$ cat src/rtl/bht_pkg.sv
// Shared constants for the branch direction predictor table.
// Assumes counters are one or two bits wide.
package bht_pkg;
    localparam int unsigned BHT_PC_LSB = 2;  // word-aligned fetch addresses
endpackage

$ cat src/rtl/bht_index.sv
// Maps a program counter to a table index using the bits just above the
// word offset. Assumes PC_W > IDX_W + 2, so upper bits exist and are dropped.
module bht_index #(
    parameter int unsigned PC_W  = 32,
    parameter int unsigned IDX_W = 6
) (
    input  logic [PC_W-1:0]  pc,
    output logic [IDX_W-1:0] idx
);
    import bht_pkg::*;
    localparam int unsigned HI = BHT_PC_LSB + IDX_W;

    logic unused_bits;

    // slice out the index field, ignore everything else
    always_comb begin
        idx         = pc[HI-1:BHT_PC_LSB];
        unused_bits = ^{pc[PC_W-1:HI], pc[BHT_PC_LSB-1:0]};
    end
endmodule

$ cat src/rtl/bht_next_state.sv
// Computes the trained value of one entry from its current value and the
// resolved direction. CTR_W selects last-outcome (1) or saturating
// counter (2) behaviour.
module bht_next_state #(
    parameter int unsigned CTR_W = 2
) (
    input  logic [CTR_W-1:0] cur,
    input  logic             taken,
    output logic [CTR_W-1:0] nxt
);
    localparam logic [CTR_W-1:0] CMAX = {CTR_W{1'b1}};
    localparam logic [CTR_W-1:0] CMIN = '0;
    localparam logic [CTR_W-1:0] ONE  = CTR_W'(1);

    generate
        if (CTR_W == 1) begin : g_last
            // last-outcome bit: store the direction itself
            always_comb nxt = taken;
        end else begin : g_sat
            // saturating up/down counter
            always_comb begin
                if (taken)
                    nxt = (cur == CMAX) ? cur : cur + ONE;
                else
                    nxt = (cur == CMIN) ? cur : cur - ONE;
            end
        end
    endgenerate
endmodule

$ cat src/rtl/bht_table.sv
// Storage for all predictor entries: one asynchronous read port and one
// clocked training port. A read returns the value held before any write
// at the same edge. Synchronous active-low reset clears every entry.
module bht_table #(
    parameter int unsigned IDX_W = 6,
    parameter int unsigned CTR_W = 2
) (
    input  logic             clk,
    input  logic             rst_n,
    input  logic [IDX_W-1:0] rd_idx,
    output logic [CTR_W-1:0] rd_state,
    input  logic             wr_en,
    input  logic [IDX_W-1:0] wr_idx,
    input  logic             wr_taken
);
    localparam int unsigned ENTRIES = 1 << IDX_W;
    localparam logic [CTR_W-1:0] CMAX = {CTR_W{1'b1}};

    logic [ENTRIES-1:0][CTR_W-1:0] mem;
    logic [CTR_W-1:0] wr_cur;
    logic [CTR_W-1:0] wr_nxt;

    // fetch-side and training-side lookups
    always_comb begin
        rd_state = mem[rd_idx];
        wr_cur   = mem[wr_idx];
    end

    bht_next_state #(.CTR_W(CTR_W)) nxt_i (
        .cur   (wr_cur),
        .taken (wr_taken),
        .nxt   (wr_nxt)
    );

    // clear on reset, otherwise train one entry
    always_ff @(posedge clk) begin
        if (!rst_n)
            mem <= '0;
        else if (wr_en)
            mem[wr_idx] <= wr_nxt;
    end


    reset_clear_chk: assert property (@(posedge clk)
        $rose(rst_n) |-> (mem == '0));


    idle_stable_chk: assert property (@(posedge clk) disable iff (!rst_n)
        (!wr_en && $past(rst_n)) |=> $stable(mem));


    taken_up_chk: assert property (@(posedge clk) disable iff (!rst_n)
        (wr_en && wr_taken) |=> (mem[$past(wr_idx)] >= $past(wr_cur)));


    nottaken_down_chk: assert property (@(posedge clk) disable iff (!rst_n)
        (wr_en && !wr_taken) |=> (mem[$past(wr_idx)] <= $past(wr_cur)));


    sat_top_chk: assert property (@(posedge clk) disable iff (!rst_n)
        (wr_en && wr_taken && wr_cur == CMAX) |=> (mem[$past(wr_idx)] == CMAX));
endmodule

$ cat src/rtl/branch_history_table.sv
// Tagless branch direction predictor. The fetch address is indexed and
// predicted without a clock delay. Resolved branches train their entry
// at the next edge and raise mispredict combinationally.
// Assumes the caller returns the fetch-time guess on upd_pred.
module branch_history_table #(
    parameter int unsigned PC_W  = 32,
    parameter int unsigned IDX_W = 6,
    parameter int unsigned CTR_W = 2
) (
    input  logic            clk,
    input  logic            rst_n,
    input  logic [PC_W-1:0] fetch_pc,
    output logic            pred_taken,
    input  logic            upd_valid,
    input  logic [PC_W-1:0] upd_pc,
    input  logic            upd_taken,
    input  logic            upd_pred,
    output logic            mispredict
);
    logic [IDX_W-1:0] rd_idx;
    logic [IDX_W-1:0] wr_idx;
    logic [CTR_W-1:0] rd_state;

    bht_index #(.PC_W(PC_W), .IDX_W(IDX_W)) rd_ix_i (.pc(fetch_pc), .idx(rd_idx));
    bht_index #(.PC_W(PC_W), .IDX_W(IDX_W)) wr_ix_i (.pc(upd_pc),   .idx(wr_idx));

    bht_table #(.IDX_W(IDX_W), .CTR_W(CTR_W)) tbl_i (
        .clk      (clk),
        .rst_n    (rst_n),
        .rd_idx   (rd_idx),
        .rd_state (rd_state),
        .wr_en    (upd_valid),
        .wr_idx   (wr_idx),
        .wr_taken (upd_taken)
    );

    // direction is the top bit of the entry; miss when outcome disagrees
    always_comb begin
        pred_taken = rd_state[CTR_W-1];
        mispredict = upd_valid && (upd_taken != upd_pred);
    end


    miss_needs_valid_chk: assert property (@(posedge clk) disable iff (!rst_n)
        mispredict |-> upd_valid);
endmodule

$ cat config.mk
export PLATFORM = sky130hd
export DESIGN_NAME = branch_history_table
export DESIGN_NICKNAME = d
export VERILOG_FILES = /design/src/rtl/bht_pkg.sv /design/src/rtl/bht_index.sv /design/src/rtl/bht_next_state.sv /design/src/rtl/bht_table.sv /design/src/rtl/branch_history_table.sv
export SDC_FILE = /design/constraint.sdc
export NUM_CORES = 1
export LEC_CHECK = 0
export ABC_AREA = 1
export CORE_MARGIN = 3
export CORE_UTILIZATION = 35
export DETAILED_ROUTE_END_ITERATION = 10
export SLEW_MARGIN = 20
export SYNTH_ARGS = -nofsm -noshare
export SYNTH_HDL_FRONTEND = slang
export SYNTH_HIERARCHICAL = 1
export SYNTH_SLANG_ARGS = --single-unit
$ cat constraint.sdc
create_clock -name clk -period 2.1 [get_ports clk]
set_input_delay 0.315 -clock clk [delete_from_list [all_inputs] [get_ports clk]]
set_output_delay 0.315 -clock clk [all_outputs]
set_load 0.05 [all_outputs]
==> flow_metrics.env <==
export IMPL_setup_violations=0
export IMPL_design_area_um2=9200
export IMPL_area_growth_synth_to_final_pct=27.2
export IMPL_cts_num_sinks=128
export IMPL_drc=0
export IMPL_detail_route_wl_per_cell_um=16.2
export IMPL_layout_drive_gt1_share_pct=12.9
export IMPL_clock_tree_buffer_depth=2
export IMPL_power_leakage_nw=4.32
export IMPL_start_kind="flip-flop"
export IMPL_synthesis_yosys_warnings=6
export IMPL_worst_path_most_repeated_cell="sky130_fd_sc_hd__nand2_1"
export IMPL_max_slew_margin_pct=67.1
export IMPL_grt_overflow_total=0
export IMPL_endpoint_kind="flip-flop"
export IMPL_dpl_hpwl_um=15600
export IMPL_post_layout_total_power_mw=6.01
export IMPL_critPathMaxStageDelay_ns=0.33
export IMPL_synthesis_area_per_instance_um2=5.77
export IMPL_synth_cells=1254
export IMPL_via_per_inst=5.00
export IMPL_syn_nets=1323
export IMPL_totalNegativeSetupSlack_ns=0
export IMPL_die_height_um=150
export IMPL_timing_critical_path_cells="nand2_1 > a21oi_1 > o21ai_0 > nand2_1 > nand2_1 > nand2_1 > nor2_1 > nand2_2 > o21ai_4 > nand2_4 > clkbuf_16 > o21ai_1 > nor2_1"
export IMPL_timing_final_crit_share_pct=95.9
export IMPL_max_freq_ghz=0.497
export IMPL_power_per_cell_area_nw_per_um2=653
export IMPL_gp_routability_congestion=0.850
export IMPL_setup_slack_ns=0.0868
export IMPL_timing_final_max_slew_violations=0
export IMPL_whs_ns=0.311
export IMPL_largest_register="tbl_i/mem"
export IMPL_root_buffer="sky130_fd_sc_hd__clkbuf_16"
export IMPL_cts_inserted_buffers=17
export IMPL_placedInstanceArea_um2=8110
export IMPL_fin_skew_ns=0.00889
export IMPL_grt_start_max_net_pins=56
export IMPL_critical_path_max_fanout=6
export IMPL_start_util_pct=36.3
export IMPL_port_buffer_count=18
export IMPL_tightestPinTransition_ns=0.492
export IMPL_number_of_nets_with_antenna_violations_after_detailed_routing=0
export IMPL_initialDrtViolationCount=801
export IMPL_tritoncts="yes"
export IMPL_place_ws_ns=-0.456
export IMPL_cts_hold_repair_buffers=0
export IMPL_hold_viol=0
export IMPL_die_width_um=150
export IMPL_detail_route_wirelength_um=25400
export IMPL_cts_reportedPaths_clkPinSlew_ns=0.06
export IMPL_grt_antenna_before_repair=0
export IMPL_worstHoldPathType="primary input to flip-flop"
export IMPL_slowest_stage_cell_cp="sky130_fd_sc_hd__dfxtp_1"
export IMPL_cp_data_arrival_time_ns=2.33
export IMPL_vias=7862
export IMPL_worstSetupPathType="flip-flop to flip-flop"
export IMPL_rsz_0062_raised_after_global_routing="true"
export IMPL_grt_first_pass_wirelength_um=36900
export IMPL_insertedDiodeCount=0
export IMPL_cap_violations=0
export IMPL_rows=51
export IMPL_largest_reg_flops=128
export IMPL_insertion_delay_ns=0.43
export IMPL_die_area_um2=22400
export IMPL_worst_ir_drop_vdd_uv=567
export IMPL_first_global_vias=6930
export IMPL_cp_required_ns=2.42
export IMPL_largest_registers="tbl_i/mem: 128 flops"
export IMPL_post_route_min_period_ns=2.01
export IMPL_design_portCount=71
export IMPL_nNetsFinal=1362
export IMPL_detailedRoute_firstPassIterationCount=8
export IMPL_htree_num_levels=4
export IMPL_core_area_um2=19900
export IMPL_run_status="complete, no violations"
export IMPL_post_synth_instance_area_um2=7230
export IMPL_groute_usage_overall_pct=21.1
## worst paths after layout
check	start	end	slack, ns	depth (start not counted)
worst max-delay path	tbl_i/mem[33]	tbl_i/mem[52]	0.09	13
worst min-delay path	rst_n	tbl_i/mem[67]	0.31	3
worst max register to register	tbl_i/mem[33]	tbl_i/mem[52]	0.09	13
worst min register to register	tbl_i/mem[122]	tbl_i/mem[122]	0.48	2
## placed cells by master, fill, tap and decap left out, types with 5 or more instances in the layout
master,count
sky130_fd_sc_hd__buf_4,50
sky130_fd_sc_hd__a21oi_1,20
sky130_fd_sc_hd__clkbuf_16,31
sky130_fd_sc_hd__buf_6,5
sky130_fd_sc_hd__clkdlybuf4s50_1,6
sky130_fd_sc_hd__buf_12,23
sky130_fd_sc_hd__inv_2,11
sky130_fd_sc_hd__nand2_1,401
sky130_fd_sc_hd__dfxtp_1,124
sky130_fd_sc_hd__clkinv_1,8
sky130_fd_sc_hd__nand2_4,5
sky130_fd_sc_hd__nor2_1,301
sky130_fd_sc_hd__nand3_1,55
sky130_fd_sc_hd__inv_1,71
sky130_fd_sc_hd__o21ai_0,109
sky130_fd_sc_hd__nand4_1,5
sky130_fd_sc_hd__o21ai_1,27
sky130_fd_sc_hd__nor3_2,7
## cell type report
class,instances,area [µm²]
sequential,128,2570
inverter,92,350
fill,2096,10700
timing repair buffer,107,1390
tap,265,332
clock inverter,13,115
clock buffer,19,443
multi-input combinational,947,4010
## critical path: cells and delay by family (launching register included)
family / cells / cell delay, ns
AND/OR/NAND/NOR: 8 / 0.73
buffers and inverters: 1 / 0.21
flip-flops: 1 / 0.33
AO/OA/AOI/OAI: 4 / 0.61
## routing by layer
metal | up-vias | global-route usage (%) | part of all wire, %
li1 | 3953 | - | -
met1 | 3548 | 29.4 | 45
met2 | 322 | 33.0 | 45
met3 | 39 | 4.12 | 7.8
met4 | 0 | 6.45 | 2.0
met5 | - | 0 | 0
## metrics by stage
step | utilization [%] | instances
5_1_grt | 46.2 | 1571
3_3_place_gp | 40.7 | 1519
4_1_cts | 43.6 | 1552
6_report | 46.2 | 1571
2_1_floorplan | - | 1254
3_5_place_dp | 40.7 | 1519
## power breakdown
part	leakage, nW	internal, mW	switching [mW]
combinational	3.03	0.281	0.434
sequential	1.03	2.45	0.0119
clock	0.265	1.66	1.18
total	4.32	4.38	1.62
## repair_timing
action | 4_1_cts | 5_1_grt
setup buffers | 1 | 2
gates resized for setup | 7 | 60
cloned | 0 | 17
setup endpoints to repair | 5 | 128
pin swaps | 1 | 7
endpoints found under the hold margin | 0 | 0
Note: power is estimated with default switching activity, not from simulation.
